$ cat config.mk
export PLATFORM = sky130hd
export DESIGN_NAME = flash_rdmux
export DESIGN_NICKNAME = d
export VERILOG_FILES = /design/src/rtl/flash_rdmux_pkg.sv /design/src/rtl/rdmux_offset.sv /design/src/rtl/rdmux_mode_tracker.sv /design/src/rtl/flash_rdmux.sv
export SDC_FILE = /design/constraint.sdc
export NUM_CORES = 1
export LEC_CHECK = 0
export ABC_AREA = 1
export ABC_CLOCK_PERIOD_IN_PS = 2500
export BUFFER_PORTS_ARGS = -buffer_cell sky130_fd_sc_hd__buf_4
export CORE_ASPECT_RATIO = 1.25
export CORE_MARGIN = 2
export CORE_UTILIZATION = 52
export CTS_CLUSTER_DIAMETER = 100
export DETAILED_ROUTE_END_ITERATION = 16
export PLACE_DENSITY = 0.86
export SYNTH_ARGS = -nofsm -noshare
export SYNTH_HDL_FRONTEND = slang
export SYNTH_HIERARCHICAL = 1
export SYNTH_SLANG_ARGS = --single-unit
$ cat constraint.sdc
create_clock -name clk -period 2.5 [get_ports clk]
set_input_delay 0.5 -clock clk [delete_from_list [all_inputs] [get_ports clk]]
set_output_delay 0.5 -clock clk [all_outputs]
set_load 0.005 [all_outputs]
$ cat src/rtl/flash_rdmux_pkg.sv
package flash_rdmux_pkg;
  localparam logic [7:0] CMD_IDLE   = 8'h00;
  localparam logic [7:0] CMD_ESETUP = 8'h80;
  localparam logic [7:0] CMD_IDENT  = 8'h90;
  localparam logic [7:0] CMD_PROG   = 8'hA0;
  localparam logic [7:0] CMD_CERASE = 8'h10;
  localparam logic [7:0] CMD_SERASE = 8'h30;
  localparam logic [7:0] CMD_QUERY  = 8'h98;

  typedef enum logic [2:0] {
    SRC_ARRAY, SRC_ID, SRC_ZERO, SRC_STATUS, SRC_QUERY
  } rd_src_e;
endpackage

$ cat src/rtl/rdmux_offset.sv
module rdmux_offset #(
  parameter int ADDR_W = 16
) (
  input  logic [ADDR_W-1:0] addr,
  input  logic [1:0]        bus_width,
  output logic [7:0]        offset
);
  logic [7:0] low_byte;
  assign low_byte = addr[7:0];

  always_comb begin
    if (bus_width[1])      offset = {2'b00, low_byte[7:2]};
    else if (bus_width[0]) offset = {1'b0, low_byte[7:1]};
    else                   offset = low_byte;
  end
endmodule

$ cat src/rtl/rdmux_mode_tracker.sv
module rdmux_mode_tracker #(
  parameter int IDLE_LIMIT = 42
) (
  input  logic clk,
  input  logic rst,
  input  logic rd_en,
  input  logic wr_seen,
  input  logic cycle_zero,
  output logic array_mode
);
  localparam int CNT_W = $clog2(IDLE_LIMIT + 2);

  logic [CNT_W-1:0] cnt_q;
  logic [CNT_W-1:0] cnt_inc;
  logic             counting;

  assign counting = rd_en && !array_mode && cycle_zero;
  assign cnt_inc  = cnt_q + 1'b1;

  always_ff @(posedge clk) begin
    if (rst) begin
      cnt_q      <= '0;
      array_mode <= 1'b1;
    end else if (wr_seen) begin
      cnt_q <= '0;
      if (cycle_zero) array_mode <= 1'b0;
    end else if (counting) begin
      cnt_q <= cnt_inc;
      if (int'(cnt_inc) > IDLE_LIMIT) array_mode <= 1'b1;
    end
  end

  assert_write_leaves_R7: assert property (@(posedge clk) disable iff (rst)
    (wr_seen && cycle_zero) |=> !array_mode);
  assert_write_clears_R7: assert property (@(posedge clk) disable iff (rst)
    wr_seen |=> (cnt_q == '0));
  assert_count_bound_R7: assert property (@(posedge clk) disable iff (rst)
    int'(cnt_q) <= IDLE_LIMIT + 1);
endmodule

$ cat src/rtl/flash_rdmux.sv
module flash_rdmux
  import flash_rdmux_pkg::*;
#(
  parameter int          ADDR_W     = 16,
  parameter int          DATA_W     = 32,
  parameter int          QRY_DEPTH  = 77,
  parameter int          IDLE_LIMIT = 42,
  parameter logic [15:0] ID_W0      = 16'h0001,
  parameter logic [15:0] ID_W1      = 16'h227E,
  parameter logic [15:0] ID_W2      = 16'h2221,
  parameter logic [15:0] ID_W3      = 16'h00FF
) (
  input  logic              clk,
  input  logic              rst,
  input  logic              rd_en,
  input  logic [ADDR_W-1:0] rd_addr,
  input  logic [1:0]        bus_width,
  input  logic [7:0]        cmd_state,
  input  logic [2:0]        wr_cycle,
  input  logic              wr_seen,
  input  logic              busy_dq7,
  input  logic [DATA_W-1:0] mem_data,
  output logic [7:0]        qry_idx,
  input  logic [7:0]        qry_byte,
  output logic [DATA_W-1:0] rd_data,
  output logic              rd_valid,
  output logic              cmd_abort,
  output logic              array_mode
);
  logic [7:0]        offset;
  rd_src_e           src;
  logic [15:0]       id_sel;
  logic              unknown;
  logic              tog_q;
  logic [DATA_W-1:0] next_data;

  rdmux_offset #(.ADDR_W(ADDR_W)) u_offset (
    .addr(rd_addr), .bus_width(bus_width), .offset(offset)
  );

  rdmux_mode_tracker #(.IDLE_LIMIT(IDLE_LIMIT)) u_mode (
    .clk(clk), .rst(rst), .rd_en(rd_en), .wr_seen(wr_seen),
    .cycle_zero(wr_cycle == 3'd0), .array_mode(array_mode)
  );

  assign qry_idx = offset;

  always_comb begin
    src     = SRC_ARRAY;
    id_sel  = ID_W0;
    unknown = 1'b0;
    case (cmd_state)
      CMD_IDLE, CMD_ESETUP: src = SRC_ARRAY;
      CMD_IDENT: begin
        case (offset)
          8'h00: begin src = SRC_ID; id_sel = ID_W0; end
          8'h01: begin src = SRC_ID; id_sel = ID_W1; end
          8'h02: src = SRC_ZERO;
          8'h0E: begin
            id_sel = ID_W2;
            src    = (ID_W2[7:0] == 8'hFF) ? SRC_ARRAY : SRC_ID;
          end
          8'h0F: begin
            id_sel = ID_W3;
            src    = (ID_W3[7:0] == 8'hFF) ? SRC_ARRAY : SRC_ID;
          end
          default: src = SRC_ARRAY;
        endcase
      end
      CMD_PROG, CMD_CERASE, CMD_SERASE: src = SRC_STATUS;
      CMD_QUERY: src = (int'(offset) < QRY_DEPTH) ? SRC_QUERY : SRC_ZERO;
      default: begin src = SRC_ARRAY; unknown = 1'b1; end
    endcase
  end

  always_comb begin
    case (src)
      SRC_ID:     next_data = DATA_W'(id_sel);
      SRC_ZERO:   next_data = '0;
      SRC_STATUS: next_data = DATA_W'({busy_dq7, tog_q, 6'b0});
      SRC_QUERY:  next_data = DATA_W'(qry_byte);
      default:    next_data = mem_data;
    endcase
  end

  always_ff @(posedge clk) begin
    if (rst) begin
      rd_data   <= '0;
      rd_valid  <= 1'b0;
      cmd_abort <= 1'b0;
      tog_q     <= 1'b0;
    end else begin
      rd_valid  <= rd_en;
      cmd_abort <= rd_en && unknown;
      if (rd_en) rd_data <= next_data;
      if (rd_en && src == SRC_STATUS) tog_q <= ~tog_q;
    end
  end

  assert_valid_follows_R9: assert property (@(posedge clk) disable iff (rst)
    rd_en |=> rd_valid);
  assert_valid_quiet_R9: assert property (@(posedge clk) disable iff (rst)
    !rd_en |=> !rd_valid);
  assert_tog_flips_R5: assert property (@(posedge clk) disable iff (rst)
    (rd_en && src == SRC_STATUS) |=> (tog_q != $past(tog_q)));
  assert_tog_holds_R5: assert property (@(posedge clk) disable iff (rst)
    !(rd_en && src == SRC_STATUS) |=> $stable(tog_q));
  assert_abort_valid_R8: assert property (@(posedge clk) disable iff (rst)
    cmd_abort |-> rd_valid);
  assert_query_beyond_R6: assert property (@(posedge clk) disable iff (rst)
    (rd_en && cmd_state == CMD_QUERY && int'(offset) >= QRY_DEPTH)
      |=> (rd_data == '0));
endmodule

==> Word level (Yosys, flattened, before mapping) <==
Cells that the tools add are included.
{ "op_classes": {"addsub": 1, "mul": 0, "div_mod_pow": 0, "n_lt_le_gt_ge": 2, "n_eq_ne": 15, "n_shift": 0, "muxes": 13, "n_bitwise": 1, "n_reduce_logical": 15} }
{ "op_table": {"columns": ["op", "count"], "rows": [
  ["$pmux 32 s4", 1],
  ["$pmux 14 s3", 1],
  ["$eq 8x8->1 const B", 4],
  ["$eq 8x4->1 const B", 2],
  ["$logic_not 8->1", 2],
  ["$mux 8", 2],
  ["$mux 14", 1],
  ["$pmux 3 s3", 1],
  ["$eq 8x1->1 const B", 1],
  ["$eq 8x2->1 const B", 1],
  ["$eq 8x5->1 const B", 1],
  ["$eq 8x6->1 const B", 1],
  ["$lt 8x7->1 const B", 1],
  ["$reduce_or 7->1", 1],
  ["$add 6x1->6 const B", 1],
  ["$eq 3x2->1 const B", 2],
  ["$gt 6x6->1 const B", 1],
  ["$reduce_or 3->1", 2],
  ["$mux 1", 5],
  ["$logic_and 1x1->1", 4],
  ["$pmux 2 s2", 1],
  ["$reduce_bool 2->1", 2],
  ["$eq 3x1->1 const B", 1],
  ["$eq 3x3->1 const B", 1],
  ["other kinds (7)", 7]
]} }
{ "word_totals": {"regBits": 42, "latch_bits": 0, "mem_bits_rw": 0, "mem_bits_ro": 0, "in_bits": 74, "output_inout_bits": 43, "elab_cells": 53, "n_memories": 0} }

==> Longest topological paths before layout <==
Gate-level depths: netlist of run 1.
{ "depth": {"word_depth": 8, "mapped_depth": 16, "mapped_depth_nobuf": 15} }

==> Cells and area by module <==
Netlist of run 1, hierarchy kept.
{ "by_module_without_submodules": {"columns": ["mod", "n_inst", "cells_per_inst", "area_each_um2", "seq_area_each_um2"], "rows": [
  ["flash_rdmux", 1, 270, 2074.5, 700.7],
  ["rdmux_mode_tracker", 1, 65, 440.4, 140.1],
  ["rdmux_offset", 1, 46, 272.8, 0.0]
]} }

==> Worst setup path after synthesis of run 1 <==
No wires, ideal clock.
{ "synth_timing": {"kind": "in2reg", "startpoint": "in bus_width[0]", "endpoint": "reg rd_data[16]", "setup_time_ns": 0.070, "arrival_ns": 1.846, "required_time_ns": 2.430, "setup_slack_ns": 0.584, "cell_stages": 13, "path_buffers": 2, "cell_sequence": "buf_6 -> inv_8 -> nand2_1 -> nor2_1 -> nor2_1 -> nand2_1 -> inv_1 -> nand3_2 -> nand3_4 -> nor2_8 -> buf_12 -> nand3_2 -> a21oi_2"} }
{ "synth_via": {"elab_chain_len": 8, "word_cells_on_any_way": 16, "cone_classes": "order compare (1); eq/ne (7); mux (6); reduce/logical (2)"} }
{ "synth_rtl": {"columns": ["item", "line_no", "source"], "rows": [
  ["start: declaration", "flash_rdmux.sv:17", "input logic [1:0] bus_width,"],
  ["$mux 8 (*)", "rdmux_offset.sv:13", "else if (bus_width[0]) offset = {1'b0, low_byte[7:1]};"],
  ["$mux 8 (*)", "rdmux_offset.sv:12", "if (bus_width[1]) offset = {2'b00, low_byte[7:2]};"],
  ["net qry_idx[7]", "flash_rdmux.sv:23", "output logic [7:0] qry_idx,"],
  ["parallel branches: the longest is 3 deep, another holds $lt 8x7->1", null, null],
  ["$pmux 3 s3 (*)", "flash_rdmux.sv:52", "case (cmd_state)"],
  ["$eq 3x3->1 (tied with other cells)", "flash_rdmux.sv:77", "case (src)"],
  ["$pmux 32 s4 (*)", "flash_rdmux.sv:77", null],
  ["end signal: assignment", "flash_rdmux.sv:95", "if (rd_en) rd_data <= next_data;"],
  ["end: declaration", "flash_rdmux.sv:25", "output logic [DATA_W-1:0] rd_data,"]
]} }
Mark *: on every way through the listed nets, which the timed path passes.
A chain may end at the register's enable or synchronous reset.

==> Worst setup path after layout of run 1 <==
{ "layout_timing": {"startpoint": "in bus_width[0]", "endpoint": "reg rd_data[27]"} }
{ "layout_via": {"elab_chain_len": 8, "word_cells_on_any_way": 16, "cone_classes": "order compare (1); eq/ne (7); mux (6); reduce/logical (2)"} }
{ "layout_rtl": {"columns": ["item", "line_no"], "rows": [
  ["$mux 8 (*)", "rdmux_offset.sv:13"],
  ["$mux 8 (*)", "rdmux_offset.sv:12"],
  ["parallel branches: the longest is 3 deep, another holds $lt 8x7->1", null],
  ["$pmux 3 s3 (*)", "flash_rdmux.sv:52"],
  ["$eq 3x3->1 (tied with other cells)", "flash_rdmux.sv:77"],
  ["$pmux 32 s4 (*)", "flash_rdmux.sv:77"]
]} }
Every way passes the cells marked *.

==> reports/results.txt, run 1 <==
Highest Clock Rate = 0.536 GHz
Slew Limit Fails = 0
Share of layout cells above drive strength 1 = 43.0%
Synth warn = 6
Antenna violations before repair = 0
Most frequent cells in the layout = buf_4, nand2_1, inv_1, dfxtp_1, nand3_1
Die area = 5970 um2
Max IR drop VDD = 450 uV
Synth Flop Type = dfxtp_1
Largest net degree at the start of global routing = 36
First-pass GRT wire length = 11400 um
DP Wirelength = 5300 um
Area added between synthesis and finish = 31.4%
# diodes = 0
Core footprint = 5120 um2
Simple-Gate Fraction of Synth Area = 41.9%
Synth async-reset ratio = 0%
Compound-cell area share of the yosys netlist = 13.2%
Utilization after layout = 71.6%
Minimum clock period = 1860 ps
1st-iter DRT viols = 131
Sw Ratio = 25.8%
Pint = 1.20 mW
Design area = 3660 um2
Setup slack at placement = 343 ps
Syn_area_per_cell = 7.32 um2
Placed cell areas = 3550 um2
CTS tree = built
LEAKAGE = 1.84 nW
Top cells by area, synth = dfxtp_1, nand2_1, nand3_2
Mux cell area share after synthesis = 0%
Final wirelength = 6960 um
Row count = 29
Power, Total = 1.62 mW
Crit Path Class = in2reg
Yosys top cell by area = dfxtp_1
Post-layout nets = 560
Clock root buffer = clkbuf_8
TritonRoute pass-1 iters = 6
EDFF count, synth = 0
Adder-cell share of the synthesized area = 0.898%
Vias in the first global route = 2675
WL per Instance = 12.7 um
Clock Sinks = 42
H-tree Lvls = 2
Routability Congestion = 0.821
CTS resizes = 0
Post-synth top area share = 30.2%
# IOs = 117
Final setup violation count = 0
Vias = 2776
Fillers = 409
Worst path arrival time = 2090 ps
CP required = 2720 ps
Final Cycle Share = 74.6%
Net Count, Synth = 457
Logic gate share of total power = 21.9%
Final Hold Vio Count = 0
Worst-Margin Slew = 471 ps
Reg clk slew, reported paths = 80 ps
Worst-path maximum fanout = 12
Flops & latches, synth = 42
Clk buf depth = 2
Slew headroom = 68.6%
TNS Setup = 0 ps
Post-DR vias/cell = 5.08
Net Sw Power = 0.418 mW
Initial Utilization = 54.5%
Post CTS Setup Buffer Count = 0
Die W = 69.5 um
Crit end category = register
Netlist Area Pre-Place = 2790 um2
Max Cap Viol = 0
Total GRT Usage = 23.2%
Post-synthesis cell count = 381
Sequential Power Share = 44.4%
Worst setup margin = 636 ps
Pwr dens = 442 nW/um2
Grt ovf = 0
Clock Skew = 10.0 ps
Most common cell after layout, fill and taps aside = buf_4
Die height = 85.9 um
Skew-Pair Late Insertion Delay = 290 ps
Hold_buf cts = 0
Clock share of power = 33.7%
Seq/Total Area, Yosys = 30.2%
Port bufs = 108
Status = finished, final reports clean
Detailed-route DRC error count = 0
Final ANT Viol Nets = 0
CTS buffer count = 5
CP startpoint kind = input pin
HP Class = in2reg
RSZ-0062 raised after global routing = false
Synth cell types = 34
Main combinational cell family by area after synthesis = simple AND/OR/NAND/NOR gates
Xor-xnor portion of the synthesized cell area = 0.314%
-- Yosys cell counts (2+ instances only) --
master,number
clkbuf_8,2
inv_1,48
nor2_4,4
o21ai_0,16
inv_2,6
buf_12,2
nor2_1,20
a21oi_1,21
a21oi_2,19
nand2_4,4
ha_1,2
nor2_8,2
nand3_1,32
nand2_2,19
nand4_1,3
dfxtp_1,42
nor2_2,3
nand3_2,26
buf_6,5
nand2_1,88
clkbuf_1,4
-- routing by layer --
metal	wire, um	GRT usage, %	vias to the layer above	share of wire [%]
li1	-	-	1413	-
met2	3800	44.5	75	55
met4	64	5.88	0	0.92
met5	0	0	-	0
met1	2670	25.1	1282	38
met3	423	5.99	6	6.1
-- through the flow --
step           instances  hold slack (ps)
6_report             546              462
4_1_cts              546              457
3_5_place_dp         539              463
3_3_place_gp         539              453
5_1_grt              546              455
2_1_floorplan        381              458
-- cell families (layout without fill, tap and decap cells) --
kind of cell,Yosys count,in the layout
xor+xnor,1,1
simple gates,206,206
flops,42,42
buf+inv,72,175
compound gates,58,58
fa+ha+maj,2,2
-- state kept, by name, summed over array words and instances, names as in the netlist --
signal             count
rd_data               32
u_mode/cnt_q           6
cmd_abort              1
rd_valid               1
tog_q                  1
u_mode/array_mode      1
-- cell type report --
type	instances	area (um2)	area share, %
clock buffers	6	82.6	2.25
clock inverters	1	30.0	0.820
inverters	56	223	6.08
multi-input cells	267	1570	42.8
flip-flops and latches	42	841	23.0
well taps	62	77.6	2.12
repair buffers	112	841	23.0
-- final timing paths --
kind | start | end | slack [ps] | depth (start not counted)
worst min register to register | rd_data[26] | rd_data[26] | 470 | 2
worst max-delay path | bus_width[0] | rd_data[27] | 640 | 13
worst min-delay path | mem_data[13] | rd_data[13] | 460 | 3
worst max register to register | u_mode/cnt_q[1] | u_mode/array_mode | 950 | 10
-- worst max-delay path, stage by stage --
cell and delay, ps:
buf_4 160, inv_8 90, nand2_1 50, nor2_1 200
nor2_1 80, nand2_1 130, inv_1 80, nand3_2 100
nand3_4 140, nor2_8 110, buf_4 220, nand3_1 100
a21oi_1 130
-- power groups by stage --
stage	combinational, mW	sequential, mW	clock [mW]
2_1_floorplan	0.184	0.735	0
3_3_place_gp	0.346	0.732	0
3_5_place_dp	0.356	0.733	0
4_1_cts	0.357	0.718	0.553
5_1_grt	0.388	0.722	0.579
6_report	0.354	0.718	0.545
(Power assumes the default switching activity.)
==> run 2, diff against run 1 <==
Settings changed: ABC_AREA 1 to 0, ABC_CLOCK_PERIOD_IN_PS 2500 to 1600, CORE_UTILIZATION 52 to 40, PLACE_DENSITY 0.86 to 0.76.
Clock period 2.5 ns to 1.6 ns, I/O delays scaled along.
==> reports/results.txt, run 2 <==
Vias = 2621 (was 2776)
Slew Limit Fails = 0 (unchanged)
Failing checks = negative setup slack
H-tree Lvls = 2 (unchanged)
Flops & latches, synth = 42 (unchanged)
Fillers = 384 (was 409)
Largest net degree at the start of global routing = 32 (was 36)
Top cells by area, synth = dfxtp_1, a21oi_1, nand2_1 (was dfxtp_1, nand2_1, nand3_2)
Seq/Total Area, Yosys = 38.5% (was 30.2%)
Area added between synthesis and finish = 80.8% (was 31.4%)
CP startpoint kind = input pin (unchanged)
Design area = 3950 um2 (was 3660 um2)
Synth async-reset ratio = 0% (unchanged)
Die area = 6070 um2 (was 5970 um2)
Total GRT Usage = 22.0% (was 23.2%)
Post-DR vias/cell = 5.44 (was 5.08)
Crit path largest cell delay = 420 ps (was 220 ps)
Regs by FF count = rd_data: 32 flops, u_mode/cnt_q: 6 flops (unchanged)
Routability Congestion = 0.821 (about the same)
DP Wirelength = 4710 um (was 5300 um)
Netlist Area Pre-Place = 2180 um2 (was 2790 um2)
FF/Latch Area = 841 um2 (unchanged)
Port bufs = 108 (unchanged)
CTS tree = built (unchanged)
WL per Instance = 16.6 um (was 12.7 um)
Worst R2R End = u_mode/array_mode (unchanged)
Grt ovf = 0 (unchanged)
Status = finished with violations (was finished, final reports clean)
Antenna violations before repair = 0 (unchanged)
Net Count, Synth = 344 (was 457)
# diodes = 0 (unchanged)
Synth cell types = 49 (was 34)
Placed Cells = 450 (was 539)
Row count = 30 (was 29)
Skew-Pair Late Insertion Delay = 290 ps (about the same)
Post-synthesis cell count = 268 (was 381)
Post-synth top area share = 38.5% (was 30.2%)
Most frequent cells after synthesis = dfxtp_1, nand2_1, a21oi_1 (was nand2_1, inv_1, dfxtp_1)
CP startpoint = bus_width[0] (unchanged)
Post-route insts no fill = 482 (was 546)
Max IR drop VDD = 440 uV (was 450 uV)
CTS buffer count = 5 (unchanged)
RR Startpoint = u_mode/cnt_q[1] (unchanged)
Vias in the first global route = 2412 (was 2675)
Final Cycle Share = 131%
TritonRoute pass-1 iters = 4 (was 6)
Most used cell along the critical path = buf_6
Setup slack, reg-to-reg = 90 ps (was 950 ps)
CP max stage cell = a221oi_2 (was buf_4)
Hold Path End = tog_q (was rd_data[13])
Highest Clock Rate = 0.478 GHz
Power, Total = 2.51 mW (was 1.62 mW)
LEAKAGE = 1.70 nW (was 1.84 nW)
Final hold slack = 258 ps (was 462 ps)
Clock root buffer = clkbuf_8 (unchanged)
Detailed-route DRC error count = 0 (unchanged)
Synth Flop Type = dfxtp_1 (unchanged)
Worst path arrival time = 2310 ps (was 2090 ps)
Most common cell after layout, fill and taps aside = buf_4 (unchanged)
Most frequent cells in the layout = buf_4, dfxtp_1, nand2_1, nand3_2, nor2_1 (was buf_4, nand2_1, inv_1, dfxtp_1, nand3_1)
Most frequent cell after synthesis = dfxtp_1 (was nand2_1)
Max Cap Viol = 0 (unchanged)
Clk buf depth = 2 (unchanged)
# IOs = 117 (unchanged)
Crit Path Class = in2reg (unchanged)
Slew headroom = 69.8% (was 68.6%)
Clock Sinks = 42 (unchanged)
HP Class = in2reg (unchanged)
Hold path depth = 2 (was 3)
Initial Utilization = 40.9% (was 54.5%)
First-pass GRT wire length = 10900 um (was 11400 um)
Max reg flops = 32 (unchanged)
Hold path start = rst (was mem_data[13])
Post-layout nets = 493 (was 560)
Syn_area_per_cell = 8.14 um2 (was 7.32 um2)
Cells along the critical path = buf_12 -> buf_6 -> buf_6 -> mux2i_1 -> o21ai_2 -> buf_4 -> o211ai_1 -> a21oi_2 -> a221oi_2 -> a211oi_1 -> nor4_2 (was buf_4 -> inv_8 -> nand2_1 -> nor2_1 -> nor2_1 -> nand2_1 -> inv_1 -> nand3_2 -> nand3_4 -> nor2_8 -> buf_4 -> nand3_1 -> a21oi_1)
Yosys top cell by area = dfxtp_1 (unchanged)
Setup slack at placement = -801 ps (was 343 ps)
Die W = 70.1 um (was 69.5 um)
Minimum clock period = 2090 ps
Final setup violation count = 35 (was 0)
Core footprint = 5330 um2 (was 5120 um2)
Worst r2r path cells = 6 (was 10)
Placed cell areas = 3210 um2 (was 3550 um2)
Worst setup margin = -490 ps (was 636 ps)
Final Hold Vio Count = 0 (unchanged)
Final ANT Viol Nets = 0 (unchanged)
Pwr dens = 635 nW/um2 (was 442 nW/um2)
Die height = 86.6 um (was 85.9 um)
Clock Skew = 11.8 ps (was 10.0 ps)
Synth warn = 6 (unchanged)
Share of layout cells above drive strength 1 = 58.1% (was 43.0%)
Largest Register = rd_data (unchanged)
Area occupied by multi-input gates = 1600 um2 (was 1570 um2)
Reg clk slew, reported paths = 90 ps (was 80 ps)
1st-iter DRT viols = 142 (was 131)
Worst-path maximum fanout = 6 (was 12)
Worst-Margin Slew = 451 ps (was 471 ps)
RSZ-0062 raised after global routing = true (was false)
CP required = 1820 ps (was 2720 ps)
Crit end category = register (unchanged)
EDFF count, synth = 0 (unchanged)
Final wirelength = 7990 um (was 6960 um)
[run 2: cell count changes after synthesis, sizes merged, moves of 9 or more]
cell    before  now
inv         55    6
a21oi       40   29
nand2      112   35
nand3       59   23
nor2        29   20
nand2b       0    9
a211oi       0   11
[run 2: cells by family (layout without fill, tap and decap cells)]
group	count (synthesis)	in the layout	share of synthesized area (%)
buf+inv	23	172	5.16
simple gates	120	120	28.5
flops	42	42	38.5
fa+ha+maj	2	2	1.15
xor+xnor	7	7	2.81
mux	7	7	3.21
compound gates	67	68	20.6
[run 2: where the power goes]
part,internal [mW],switching [mW]
Clock,0.357,0.377
Sequential,1.10,0.0286
Combinational,0.360,0.287
[run 2: cell type report]
class,instances,area share [%]
Multi-Input combinational cell,204,40.4
Clock buffer,7,2.19
Inverter,6,0.571
Timing Repair Buffer,158,33.3
Sequential cell,42,21.3
Tap cell,64,2.03
Clock inverter,1,0.222
[run 2: critical path: cells and delay by family]
kind	cells	cell delay, ps
buffers and inverters	4	480
and+or+nand+nor	1	250
AOI/OAI and AO/OA	5	1090
muxes	1	170
[run 2: what timing repair did]
action	4_1_cts	5_1_grt
gates resized for setup	28	66
setup endpoints to repair	33	37
cloned	3	1
hold buffers	0	0
setup buffers	12	9
pin swaps	28	58
[run 2: how the worst max path moves through the flow]
| stage | endpoint | slack, ps | depth (start not counted) |
|---|---|---|---|
| after floorplan | rd_data[0] | -620 | 8 |
| after global placement | rd_data[15] | -780 | 9 |
| after detailed placement | rd_data[4] | -800 | 8 |
| after CTS | rd_data[4] | -400 | 8 |
| after global routing | rd_data[28] | -570 | 12 |
| final | rd_data[0] | -490 | 11 |
[run 2: through the flow]
step	utilization, %	setup TNS [ps]
after detailed placement	60.3	-24470
final	74.0	-13720
after global routing	74.0	-16400
after floorplan	-	-15200
after CTS	66.8	-10610
after global placement	60.3	-24040
[run 2: routing by layer]
metal	up-vias	track usage (%)	routed length, um
met1	1251	24.9	3040
met3	19	6.16	463
li1	1255	-	-
met5	-	0	0
met2	96	39.9	4280
met4	0	6.99	205
